File: config.mk
export PLATFORM = sky130hd
export DESIGN_NAME = capture_sequencer
export DESIGN_NICKNAME = d
export VERILOG_FILES = /design/src/rtl/cap_pkg.sv /design/src/rtl/cap_edge_sync.sv /design/src/rtl/cap_trig_decode.sv /design/src/rtl/cap_fsm.sv /design/src/rtl/capture_sequencer.sv
export SDC_FILE = /design/constraint.sdc
export NUM_CORES = 1
export LEC_CHECK = 0
export CAP_MARGIN = 25
export CORE_ASPECT_RATIO = 1.75
export CORE_UTILIZATION = 40
export CTS_CLUSTER_DIAMETER = 50
export DETAILED_ROUTE_END_ITERATION = 10
export HOLD_SLACK_MARGIN = 0.03
export PLACE_DENSITY = 0.7
export REMOVE_ABC_BUFFERS = 1
export SETUP_SLACK_MARGIN = 0.1
export SYNTH_ARGS = -nofsm -noshare
export SYNTH_HDL_FRONTEND = slang
export SYNTH_SLANG_ARGS = --single-unit
File: constraint.sdc
create_clock -name clk -period 5.9 [get_ports clk]
set_input_delay 0.59 -clock clk [delete_from_list [all_inputs] [get_ports clk]]
set_output_delay 0.59 -clock clk [all_outputs]
set_load 0.005 [all_outputs]
File: src/rtl/cap_pkg.sv
// Package: shared types and control-word decode for the capture sequencer.
// Assumes the 9-bit control word layout: [8] enable, [5:4] start, [1:0] mode.
package cap_pkg;

    typedef enum logic [2:0] {
        ST_OFF,
        ST_WAIT,
        ST_DELAY,
        ST_RUN,
        ST_FINI
    } cap_state_t;

    localparam int          CTRL_W    = 9;
    localparam int          EN_BIT    = 8;
    localparam logic [1:0]  START_POS = 2'd0;
    localparam logic [1:0]  START_NEG = 2'd1;
    localparam logic [1:0]  START_ANY = 2'd2;
    localparam logic [1:0]  START_SW  = 2'd3;
    localparam logic [1:0]  MODE_ONE  = 2'd1;

    // Returns 1 when the observed events satisfy the chosen start condition.
    function automatic logic start_hit(input logic [1:0] start,
                                       input logic rise,
                                       input logic fall,
                                       input logic sw);
        unique case (start)
            START_POS: return rise;
            START_NEG: return fall;
            START_ANY: return rise | fall;
            default:   return sw;
        endcase
    endfunction

endpackage

File: src/rtl/cap_edge_sync.sv
// Module: cap_edge_sync
// Brings each asynchronous trigger line into the clock domain through two
// flops, then flags a rising or falling transition for one cycle.
// Assumes each line holds a level for at least two clock cycles.
module cap_edge_sync #(
    parameter int LINES = 2
) (
    input  logic             clk,
    input  logic             rst_n,
    input  logic [LINES-1:0] line_in,
    output logic [LINES-1:0] rise,
    output logic [LINES-1:0] fall
);

    for (genvar g = 0; g < LINES; g++) begin : g_line
        logic meta_q, sync_q, prev_q;

        // Two-stage synchroniser plus one history flop for edge detection.
        always_ff @(posedge clk) begin
            if (!rst_n) begin
                meta_q <= 1'b0;
                sync_q <= 1'b0;
                prev_q <= 1'b0;
            end else begin
                meta_q <= line_in[g];
                sync_q <= meta_q;
                prev_q <= sync_q;
            end
        end

        // Edge flags from the synchronised level and its previous value.
        always_comb begin
            rise[g] = sync_q & ~prev_q;
            fall[g] = ~sync_q & prev_q;
        end

        // a detected edge lasts exactly one cycle.
        a_r9_rise_one_cycle: assert property (@(posedge clk) disable iff (!rst_n)
            rise[g] |=> !rise[g]);
        a_r9_fall_one_cycle: assert property (@(posedge clk) disable iff (!rst_n)
            fall[g] |=> !fall[g]);
    end

endmodule

File: src/rtl/cap_trig_decode.sv
// Module: cap_trig_decode
// Selects one external line and reduces its edges and the software pulse to
// a single start event for the chosen start condition. Purely combinational.
// Assumes sel is below LINES.
module cap_trig_decode
    import cap_pkg::*;
#(
    parameter int LINES = 2,
    localparam int SEL_W = (LINES > 1) ? $clog2(LINES) : 1
) (
    input  logic [LINES-1:0] rise,
    input  logic [LINES-1:0] fall,
    input  logic [SEL_W-1:0] sel,
    input  logic             sw_pulse,
    input  logic [1:0]       start,
    output logic             fire
);

    // Pick the watched line and apply the start condition.
    always_comb begin
        fire = start_hit(start, rise[sel], fall[sel], sw_pulse);
    end

endmodule

File: src/rtl/cap_fsm.sv
// Module: cap_fsm
// Capture state machine: waits for a start event, discards delay samples,
// stores one sample then passes over skip samples, and counts stored samples
// up to the block length. Completion flag is sticky.
// Assumes fire is a one-cycle event and the length inputs are steady while armed.
module cap_fsm
    import cap_pkg::*;
#(
    parameter int DATA_W = 16,
    parameter int CNT_W  = 16,
    parameter int SKIP_W = 16
) (
    input  logic              clk,
    input  logic              rst_n,
    input  logic              en,
    input  logic              single,
    input  logic              fire,
    input  logic              smp_valid,
    input  logic [DATA_W-1:0] smp_data,
    input  logic [CNT_W-1:0]  delay_len,
    input  logic [SKIP_W-1:0] skip_len,
    input  logic [CNT_W-1:0]  block_len,
    input  logic              fifo_clear,
    output logic              store_stb,
    output logic [DATA_W-1:0] store_data,
    output logic              done
);

    cap_state_t        state, st_n;
    logic              en_q;
    logic              take, fin;
    logic [CNT_W-1:0]  dly_left;
    logic [CNT_W-1:0]  stored;
    logic [SKIP_W-1:0] skip_left;
    logic [CNT_W:0]    stored_nx;

    // Stored count after one more store, one bit wider to avoid wrap.
    always_comb begin
        stored_nx = {1'b0, stored} + {{CNT_W{1'b0}}, 1'b1};
    end

    // Next state, store decision and completion event.
    always_comb begin
        st_n = state;
        take = 1'b0;
        fin  = 1'b0;
        unique case (state)
            ST_OFF: if (en) st_n = ST_WAIT;
            ST_WAIT: begin
                if (!en) st_n = ST_OFF;
                else if (fire) begin
                    fin = (block_len == '0);
                    if (fin && single)         st_n = ST_FINI;
                    else if (delay_len != '0)  st_n = ST_DELAY;
                    else                       st_n = ST_RUN;
                end
            end
            ST_DELAY: begin
                if (!en) st_n = ST_OFF;
                else if (smp_valid && dly_left == {{(CNT_W-1){1'b0}}, 1'b1})
                    st_n = ST_RUN;
            end
            ST_RUN: begin
                if (!en) st_n = ST_OFF;
                else begin
                    take = smp_valid && (skip_left == '0);
                    fin  = take && (stored_nx == {1'b0, block_len});
                    if (fin && single) st_n = ST_FINI;
                end
            end
            ST_FINI: if (!en) st_n = ST_OFF;
            default: st_n = ST_OFF;
        endcase
    end

    // State, counters, store output and sticky completion flag.
    always_ff @(posedge clk) begin
        if (!rst_n) begin
            state      <= ST_OFF;
            en_q       <= 1'b0;
            dly_left   <= '0;
            stored     <= '0;
            skip_left  <= '0;
            store_stb  <= 1'b0;
            store_data <= '0;
            done       <= 1'b0;
        end else begin
            state     <= st_n;
            en_q      <= en;
            store_stb <= take;
            if (take) store_data <= smp_data;

            if (state == ST_WAIT && en && fire) begin
                dly_left  <= delay_len;
                stored    <= '0;
                skip_left <= '0;
            end else if (state == ST_DELAY && en && smp_valid) begin
                dly_left <= dly_left - 1'b1;
            end else if (take) begin
                skip_left <= skip_len;
                if (stored != '1) stored <= stored + 1'b1;
            end else if (state == ST_RUN && en && smp_valid) begin
                skip_left <= skip_left - 1'b1;
            end

            if (fifo_clear || (en && !en_q)) done <= 1'b0;
            else if (fin)                    done <= 1'b1;
        end
    end

    // a disabled channel never produces a store on the next cycle.
    a_r8_disabled_no_store: assert property (@(posedge clk) disable iff (!rst_n)
        !en |=> !store_stb);
    // no store follows a cycle spent discarding.
    a_r3_delay_no_store: assert property (@(posedge clk) disable iff (!rst_n)
        (state == ST_DELAY) |=> !store_stb);
    // a finished single capture stays silent.
    a_r6_fini_no_store: assert property (@(posedge clk) disable iff (!rst_n)
        (state == ST_FINI) |=> !store_stb);
    // every store is caused by a valid sample one cycle earlier.
    a_r2_store_from_valid: assert property (@(posedge clk) disable iff (!rst_n)
        store_stb |-> $past(smp_valid));
    // a clear request always leaves the flag low.
    a_r11_clear_done: assert property (@(posedge clk) disable iff (!rst_n)
        fifo_clear |=> !done);
    // the flag only rises alongside a store or right after a start.
    a_r5_done_rise_cause: assert property (@(posedge clk) disable iff (!rst_n)
        $rose(done) |-> (store_stb || $past(state == ST_WAIT)));

endmodule

File: src/rtl/capture_sequencer.sv
// Module: capture_sequencer (top)
// Decides which A/D samples enter one channel FIFO: synchronises the external
// trigger lines, decodes the control word, and runs the capture state machine.
// Assumes sw_trig is a one-cycle pulse shared by every channel of the module.
module capture_sequencer
    import cap_pkg::*;
#(
    parameter int DATA_W    = 16,
    parameter int CNT_W     = 16,
    parameter int SKIP_W    = 16,
    parameter int EXT_LINES = 2,
    localparam int SEL_W    = (EXT_LINES > 1) ? $clog2(EXT_LINES) : 1
) (
    input  logic                 clk,
    input  logic                 rst_n,
    input  logic                 smp_valid,
    input  logic [DATA_W-1:0]    smp_data,
    input  logic [EXT_LINES-1:0] ext_trig,
    input  logic [SEL_W-1:0]     ext_sel,
    input  logic                 sw_trig,
    input  logic [8:0]           trig_ctrl,
    input  logic [CNT_W-1:0]     delay_len,
    input  logic [SKIP_W-1:0]    skip_len,
    input  logic [CNT_W-1:0]     block_len,
    input  logic                 fifo_clear,
    output logic                 store_stb,
    output logic [DATA_W-1:0]    store_data,
    output logic                 sample_done
);

    logic [EXT_LINES-1:0] ext_rise, ext_fall;
    logic                 start_fire;
    logic                 ch_en, one_shot;
    logic                 ctrl_unused;

    // Control word fields; bits 7:6 and 3:2 carry no meaning.
    always_comb begin
        ch_en       = trig_ctrl[EN_BIT];
        one_shot    = (trig_ctrl[1:0] == MODE_ONE);
        ctrl_unused = ^{trig_ctrl[7:6], trig_ctrl[3:2]};
    end

    cap_edge_sync #(.LINES(EXT_LINES)) i_sync (
        .clk     (clk),
        .rst_n   (rst_n),
        .line_in (ext_trig),
        .rise    (ext_rise),
        .fall    (ext_fall)
    );

    cap_trig_decode #(.LINES(EXT_LINES)) i_decode (
        .rise     (ext_rise),
        .fall     (ext_fall),
        .sel      (ext_sel),
        .sw_pulse (sw_trig),
        .start    (trig_ctrl[5:4]),
        .fire     (start_fire)
    );

    cap_fsm #(.DATA_W(DATA_W), .CNT_W(CNT_W), .SKIP_W(SKIP_W)) i_fsm (
        .clk        (clk),
        .rst_n      (rst_n),
        .en         (ch_en),
        .single     (one_shot),
        .fire       (start_fire),
        .smp_valid  (smp_valid),
        .smp_data   (smp_data),
        .delay_len  (delay_len),
        .skip_len   (skip_len),
        .block_len  (block_len),
        .fifo_clear (fifo_clear),
        .store_stb  (store_stb),
        .store_data (store_data),
        .done       (sample_done)
    );

endmodule

# Word level (Yosys, flattened, before mapping)
# Index checks and enable logic that the tools add are counted.
word_totals:
  input_bits: 81
  elab_cells: 97
  output_inout_bits: 18
  register_bits: 76
op_classes:
  n_mux: 26
  add_sub_neg: 4
  n_reduce_logical: 26
  bitwise: 11
  eq_ne: 15
  n_lt_le_gt_ge: 1
ops:
  columns: ["operator", "count"]
  rows:
  - ["two-way mux 16 bit", 4]
  - ["logical NOT 16 bit", 2]
  - ["subtractor 16 x 1 -> 16 bit (second input constant)", 2]
  - ["two-way mux 3 bit", 9]
  - ["adder 16 x 1 -> 17 bit (second input constant)", 1]
  - ["equality test 17 x 16 -> 1 bit", 1]
  - ["adder 16 x 1 -> 16 bit (second input constant)", 1]
  - ["equality test 16 x 1 -> 1 bit (second input constant)", 1]
  - ["!= test 16 bit (second input constant)", 1]
  - ["nonzero test 16 bit", 1]
  - ["case mux 3 bit (5 select lines)", 1]
  - ["logical AND 1 bit", 12]
  - ["two-way mux 1 bit", 10]
  - ["!= test 3 x 2 -> 1 bit (second input constant)", 3]
  - ["equality test 3 x 2 -> 1 bit (second input constant)", 2]
  - ["NOT 1 bit", 6]
  - ["AND reduction 5 bit", 1]
  - ["AND 1 bit", 4]
  - ["equality test 2 x 1 -> 1 bit (second input constant)", 2]
  - ["!= test 2 bit (second input constant)", 2]
  - ["nonzero test 2 bit", 2]
  - ["OR reduction 2 bit", 2]
  - ["equality test 3 x 1 -> 1 bit (second input constant)", 1]
  - ["equality test 3 bit (second input constant)", 1]
  - ["11 further kinds", 11]

# Logic depth before layout (Yosys ltp)
# Gate-level depths: netlist of run 1.
depth:
  ltp_word: 9
  ltp_mapped: 10
  depth_no_buf: 8

# By module
# A second synthesis of run 1 with hierarchy kept.
unflattened:
  cells_unflattened: 566
  area_unflattened_um2: 4455.5
by_module_without_submodules:
  columns: ["mod", "area_each_um2", "cells_per_inst", "seq_area_each_um2", "instances"]
  rows:
  - ["cap_fsm", 4192.8, 543, 1401.3, 1]
  - ["cap_edge_sync", 182.7, 16, 120.1, 1]
  - ["cap_trig_decode", 66.3, 6, 0.0, 1]
  - ["capture_sequencer", 13.8, 1, 0.0, 1]

# Worst setup path before layout of run 1
# OpenSTA, ideal clock, no wires.
synth_path:
  path_type: "input port to flip-flop"
  startpoint: "input port ext_sel"
  endpoint: "register i_fsm.dly_left[6]"
  arrival_time_ns: 2.240
  stages: 8
  setup_slack_ns: 3.532
  path_buffers: 1
  t_required_ns: 5.772
  setup_ns: 0.128
  cell_sequence: "or3b_2 -> a211oi_1 -> a221oi_1 -> nor3_2 -> clkbuf_1 -> nor2_1 -> a211oi_1 -> nor2_1"
synth_between:
  elab_chain_cells: 6
  elab_cells_between_ends: 9
  classes_between: "mux: 6; bitwise: 1; reduce/logical: 2"
synth_rtl:
  columns: ["element", "line_no", "text"]
  rows:
  - ["from (decl)", "capture_sequencer.sv:19", "input logic [SEL_W-1:0] ext_sel,"]
  - ["two-way mux 1 bit (implied by the code) (2 in a row)", "cap_trig_decode.sv:21", "fire = start_hit(start, rise[sel], fall[sel], sw_pulse);"]
  - ["bitwise OR 1 bit", "cap_pkg.sv:29", "START_ANY: return rise | fall;"]
  - ["case mux 1 bit (3 select lines) *", "cap_pkg.sv:26", "unique case (start)"]
  - ["logical AND 1 bit *", "cap_fsm.sv:93", "if (state == ST_WAIT && en && fire) begin"]
  - ["two-way mux 16 bit or nonzero test 2 bit (tied branches)", null, null]
  - ["to (signal assigned)", "cap_fsm.sv:94", "dly_left <= delay_len;"]
  - ["to (signal assigned)", "cap_fsm.sv:98", "dly_left <= dly_left - 1'b1;"]
  - ["to (decl)", "cap_fsm.sv:32", "logic [CNT_W-1:0] dly_left;"]
# Mark *: on every way between the ends. The rest lies on a longest branch, timed or not. The select of a mux whose other input is x is not followed.
# A chain may end at the register's enable or synchronous reset.

# Final worst setup path of run 1
layout_path:
  startpoint: "input port trig_ctrl[8]"
  endpoint: "register i_fsm.stored[12]"
layout_between:
  elab_chain_cells: 4
  elab_cells_between_ends: 9
  classes_between: "mux: 2; bitwise: 1; reduce/logical: 6"
layout_rtl:
  columns: ["element", "line_no", "text"]
  rows:
  - ["from (decl)", "capture_sequencer.sv:21", "input logic [8:0] trig_ctrl,"]
  - ["parallel branches: the longest is 4 deep, another holds AND reduction 3 bit", null, null]
  - ["to (signal assigned)", "cap_fsm.sv:101", "if (stored != '1) stored <= stored + 1'b1;"]
  - ["to (decl)", "cap_fsm.sv:33", "logic [CNT_W-1:0] stored;"]
# Parallel ways; which one is timed is not known.

==> results.cfg, run 1 <==
[global_route]
track_usage_pct = 21.4
grt_max_degree = 34
grt_pass1_vias = 4002
grt_pass1_wl_um = 18100
gr-total-overflow = 0
antenna_found_initial = 0

[routing]
drtAntennaViolNets = 0
drt_iter0_markers = 220
routedWlPerCell_um = 14.9
first_pass_iters = 4
vias = 4168
post_drt_via_cell_ratio = 5.54
drt-total-wl_um = 11200
drc = 0

[place]
gp_congestion = 0.902
portBuffers = 94
dp.cells = 736
hpwl_um = 8150
placed_cell_area_um2 = 5120

[die]
die_w_um = 78.7
core_um2 = 9910
die_area_um2 = 10700
die_h_um = 136
start_util_pct = 41.6
num_rows = 48
io_pins = 99

[outcome]
status = finished clean

[setup_path]
r2r-end = i_fsm.stored[12]
worstSetupEndpoint = i_fsm.stored[12]
path_depth = 8
path_buf_inv = 1
cp_max_fo = 20
ff2ff_setup_slack_ns = 2.50
r2r_cells = 7
end_kind = flop
path_delay_family = simple AND/OR/NAND/NOR gates
critPathArrivalTime_ns = 3.86
r2r_start = i_fsm.skip_left[7]
worst_path_largest_cell_delay_ns = 1.04
crit_chain = clkdlybuf4s50_1, and4b_1, and4_1, nand3_1, nor2_1, nand4_1, xor2_1, nor2_1
cp_common_cell = nor2_1
critPathKind = input pin to flop
start_kind = input pin
cp.required_ns = 6.11
crit_start = trig_ctrl[8]
cpMaxStageDelayCell = nor2_1

[logic_synthesis]
synth_ff_type = dfxtp_1
seq_area_frac_synth_pct = 36.9
netlist_instances = 540
synth-edff-count = 0
yosysWarnings = 0
yosys.cell_types.count = 53
ys_ff_latch = 76
async_flop_share_pct = 0
synth.avg_cell_area_um2 = 7.63
syn_area_um2 = 4120

[timing]
min_period_ns = 3.64
relSlewSlack_pct = 30.7
finalHoldViolations = 0
rsz0062_at_grt = false
min_period_over_period_pct = 61.8
fin_skew_ns = 0.00641
timing.setup.tns_ns = 0
finalMaxSlewViolations = 0
fmax_mhz = 274
max_slew.worst_pin.slew_ns = 1.04
setup-violations-final = 0

[min_path]
hold_path_class = flop to flop
hp-start = i_sync.g_line[1].meta_q

[job]
maxCapViolCount = 0

[cts]
cts_buffer_depth = 2
clkTransAtPathRegs_ns = 0.06
numClockSinks = 76
htreeDepth = 3
holdBufCountCts = 0
cts_buffers = 9
ctsResizeCount = 0
cts_setup_buffers = 0
cts_tree = done
clk_latency_ns = 0.33
cts_root_buffer = clkbuf_16

[final_layout]
fin_util_pct = 55.4
area_delta_synth_final_pct = 33.2
nets = 707
layout_common_cells = 94 x clkdlybuf4s50_1, 76 x dfxtp_1, 74 x nand2_1, 74 x nor2_1, 49 x a21oi_1
final_common_cell = clkdlybuf4s50_1
antenna_cells = 0
stdcell_area_um2 = 5490
drive_gt1_share_pct = 3.83
final_cells = 752

[power_and_ir_drop]
p_leak_uw = 0.00191
ir_drop_mv = 0.137
power_density_nw_per_um2 = 244
==> stage by stage <==
| step | hold slack [ns] | worst slack [ns] | total power (uW) |
|---|---|---|---|
| 6_report | 0.434 | 2.26 | 1340 |
| 5_1_grt | 0.463 | 1.96 | 1380 |
| 4_1_cts | 0.439 | 2.24 | 1350 |
| 3_5_place_dp | 0.425 | 1.89 | 674 |
| 3_3_place_gp | 0.415 | 1.94 | 672 |
| 2_1_floorplan | 0.412 | 2.73 | 597 |
==> state kept, by name, indices dropped and copies added (netlist names), 2 cells and up <==
| name | cells |
|---|---|
| i_fsm.state | 3 |
| i_fsm.skip_left | 16 |
| i_sync.g_line.prev_q | 2 |
| i_fsm.store_data | 16 |
| i_sync.g_line.sync_q | 2 |
| i_fsm.dly_left | 16 |
| i_sync.g_line.meta_q | 2 |
| i_fsm.stored | 16 |
==> worst min-delay path by stage <==
stage                                    endpoint  slack [ns]  cells past startpoint
after floorplan           i_sync.g_line[0].sync_q        0.41                      1
after global placement    i_sync.g_line[1].sync_q        0.41                      1
after detailed placement  i_sync.g_line[1].sync_q        0.43                      1
after CTS                 i_sync.g_line[1].sync_q        0.44                      1
after global routing      i_sync.g_line[0].sync_q        0.46                      1
final                     i_sync.g_line[1].sync_q        0.43                      1
==> kinds of logic (layout without fill, tap and decap cells) <==
logic type,Yosys count,count (layout),synth area share (%)
fa+ha+maj,4,4,1.22
xor+xnor,44,44,9.36
flops,76,76,36.9
simple gates,258,258,30.5
buf+inv,42,129,4.19
compound gates,111,111,16.6
mux,5,5,1.25
==> report_power, final <==
| group | internal [uW] | leakage, uW | switching (uW) | total (uW) |
|---|---|---|---|---|
| Sequential | 521 | 0.000614 | 7.24 | 528 |
| Combinational | 74.3 | 0.00112 | 62.6 | 137 |
| Clock | 457 | 0.000173 | 218 | 674 |
| Total | 1050 | 0.00191 | 287 | 1340 |
==> per-layer routing <==
layer / share of wire (%) / global-route usage (%) / vias up
li1: - / - / 2079
met1: 38 / 21.4 / 1977
met2: 56 / 41.2 / 83
met3: 2.4 / 3.62 / 29
met4: 3.5 / 10.7 / 0
met5: 0 / 0 / -
==> cell usage after synthesis (all sizes together), types with 2 or more instances <==
| master | instances | area, um2 |
|---|---|---|
| dfxtp | 76 | 1520 |
| o21a | 2 | 15.0 |
| xnor2 | 25 | 219 |
| nor3 | 21 | 115 |
| mux2i | 4 | 40.0 |
| o211ai | 2 | 15.0 |
| a31oi | 3 | 18.8 |
| a311oi | 3 | 26.3 |
| a21oi | 49 | 245 |
| ha | 4 | 50.1 |
| a221oi | 3 | 26.3 |
| or3 | 11 | 73.8 |
| nor2b | 6 | 37.5 |
| and2 | 8 | 50.1 |
| o22ai | 4 | 25.0 |
| a22oi | 3 | 22.5 |
| o31ai | 3 | 22.5 |
| nand4 | 8 | 50.1 |
| nand4b | 2 | 17.5 |
| o21ai | 18 | 90.1 |
| and4 | 3 | 26.3 |
| nand2 | 74 | 278 |
| nand2b | 3 | 18.8 |
| xor2 | 19 | 166 |
| inv | 17 | 63.8 |
| and3 | 3 | 18.8 |
| a211oi | 8 | 60.1 |
| nor2 | 75 | 289 |
| o41ai | 4 | 35.0 |
| o311ai | 2 | 17.5 |
| or4 | 5 | 41.3 |
| nand3b | 4 | 30.0 |
| buf | 6 | 37.5 |
| o2111ai | 2 | 17.5 |
| nor4 | 19 | 119 |
| clkbuf | 19 | 71.3 |
| nand3 | 13 | 65.1 |
==> final cells by class <==
type | instances | area (um2)
well taps | 125 | 156
flip-flops and latches | 76 | 1520
clock buffers | 10 | 229
inverters | 17 | 63.8
clock inverters | 6 | 136
fillers | 963 | 4420
multi-input cells | 422 | 2420
repair buffers | 96 | 956
==> worst register-to-register path: stages, from the launching register on <==
cell and delay (ns):
dfxtp_1 0.35, or3_4 0.42, nor4_1 0.33, nand3_1 0.71
nor2_1 1.05, nand4_1 0.21, xor2_1 0.17, nor2_1 0.05
No activity file was read; power rests on OpenSTA's default activity.
==> run 2, diff against run 1 <==
--- a/config.mk
+++ b/config.mk
@@ -11,7 +11,7 @@
 export CTS_CLUSTER_DIAMETER = 50
 export DETAILED_ROUTE_END_ITERATION = 10
 export HOLD_SLACK_MARGIN = 0.03
-export PLACE_DENSITY = 0.7
+export PLACE_DENSITY = 0.72
 export REMOVE_ABC_BUFFERS = 1
 export SETUP_SLACK_MARGIN = 0.1
 export SYNTH_ARGS = -nofsm -noshare
==> constraint.sdc (replaced) <==
create_clock -name clk -period 3.21 [get_ports clk]
set_input_delay 0.321 -clock clk [delete_from_list [all_inputs] [get_ports clk]]
set_output_delay 0.321 -clock clk [all_outputs]
set_load 0.005 [all_outputs]
==> run 2 against run 1 <==
Die area did not move. Via count fell by 0.94%. Sequential power rose by 84%. Flip-flop and latch count did not move. Total power rose by 72%. Final area rose by 0.73%. Non-clock buffer count rose by 9.
==> results.cfg, run 2 (synthesized netlist as in run 1, its figures left out) <==
[outcome]
status = finished clean

[setup_path]
cp.required_ns = 3.49
end_kind = flop
start_kind = flop
path_buf_inv = 0
path_delay_family = compound AO/OA/AOI/OAI gates
critPathKind = flop to flop
crit_chain = ha_1, nand3_1, or3_1, o41ai_1, and4_1, o2111ai_1, a311oi_1, o21a_1
critPathArrivalTime_ns = 3.14
worst_path_largest_cell_delay_ns = 0.44
cpMaxStageDelayCell = dfxtp_1
cp_max_fo = 6

[routing]
drt-total-wl_um = 11000
drtAntennaViolNets = 0
post_drt_via_cell_ratio = 5.43
drc = 0
routedWlPerCell_um = 14.4
first_pass_iters = 4
drt_iter0_markers = 222
vias = 4129

[die]
start_util_pct = 41.6
io_pins = 99
core_um2 = 9910
die_area_um2 = 10700
num_rows = 48
die_w_um = 78.7
die_h_um = 136

[final_layout]
layout_common_cells = 94 x clkdlybuf4s50_1, 76 x dfxtp_1, 74 x nand2_1, 74 x nor2_1, 49 x a21oi_1
antenna_cells = 0
multi_input_area_um2 = 2420
final_cells = 761
nets = 716
n_fill_cell = 943
drive_gt1_share_pct = 5.19
stdcell_area_um2 = 5530
area_delta_synth_final_pct = 34.2
seqCellArea_um2 = 1520
final_common_cell = clkdlybuf4s50_1

[timing]
finalHoldViolations = 0
min_period_over_period_pct = 89.3
fmax_mhz = 349
fin_ws_ns = 0.342
relSlewSlack_pct = 33.6
min_period_ns = 2.87
setup-violations-final = 0
timing.setup.tns_ns = 0
rsz0062_at_grt = false
fin_skew_ns = 0.00804
max_slew.worst_pin.slew_ns = 0.993
finalMaxSlewViolations = 0

[global_route]
track_usage_pct = 21.1
gr-total-overflow = 0
grt_pass1_wl_um = 18000
grt_max_degree = 34
grt_pass1_vias = 4013
antenna_found_initial = 0

[place]
gp_congestion = 0.926
hpwl_um = 8230
portBuffers = 94
dp.cells = 744
placed_cell_area_um2 = 5180
pre_cts_ws_ns = 0.389

[job]
maxCapViolCount = 0

[cts]
htreeDepth = 3
cts_buffers = 9
numClockSinks = 76
cts_setup_buffers = 0
ctsResizeCount = 0
cts_root_buffer = clkbuf_16
clkTransAtPathRegs_ns = 0.06
cts_buffer_depth = 2
clk_latency_ns = 0.33
cts_tree = done
holdBufCountCts = 0

[power_and_ir_drop]
ir_drop_mv = 0.374
p_leak_uw = 0.00194
power_density_nw_per_um2 = 416
finalPower_uw = 2300

[min_path]
hold_path_class = flop to flop
-- run 2: per-stage QoR --
stage	hold slack [ns]	util, %
global route	0.446	55.8
detailed placement	0.419	52.3
finish	0.431	55.8
global placement	0.417	52.3
floorplan	0.412	-
CTS	0.433	55.5
-- run 2: final timing paths --
kind	startpoint	to	slack (ns)	cells past startpoint
worst max register to register	i_fsm.stored[0]	i_fsm.done	0.34	8
worst min-delay path	i_sync.g_line[1].meta_q	i_sync.g_line[1].sync_q	0.43	1
worst max-delay path	i_fsm.stored[0]	i_fsm.done	0.34	8
worst min register to register	i_sync.g_line[1].meta_q	i_sync.g_line[1].sync_q	0.43	1
-- run 2: metal layers --
layer	up-vias	share of wire (%)	wire length [um]	track usage, %
met4	0	2.1	235	10.8
met2	103	57	6270	40.1
li1	2099	-	-	-
met5	-	0	0	0
met1	1909	37	4060	21.5
met3	18	3.5	389	3.42
-- run 2: layout make-up --
class | instances | share of cell area, %
clock buffers | 10 | 4.14
clock inverters | 6 | 1.61
flip-flops and latches | 76 | 27.5
inverters | 17 | 1.15
well taps | 125 | 2.83
multi-input cells | 422 | 43.9
repair buffers | 105 | 18.9
-- run 2: report_power, final --
part | leakage (uW) | total (uW) | internal [uW] | switching (uW)
Combinational | 0.00117 | 256 | 142 | 114
Clock | 0.000149 | 1070 | 681 | 394
Sequential | 0.000614 | 970 | 957 | 13.1
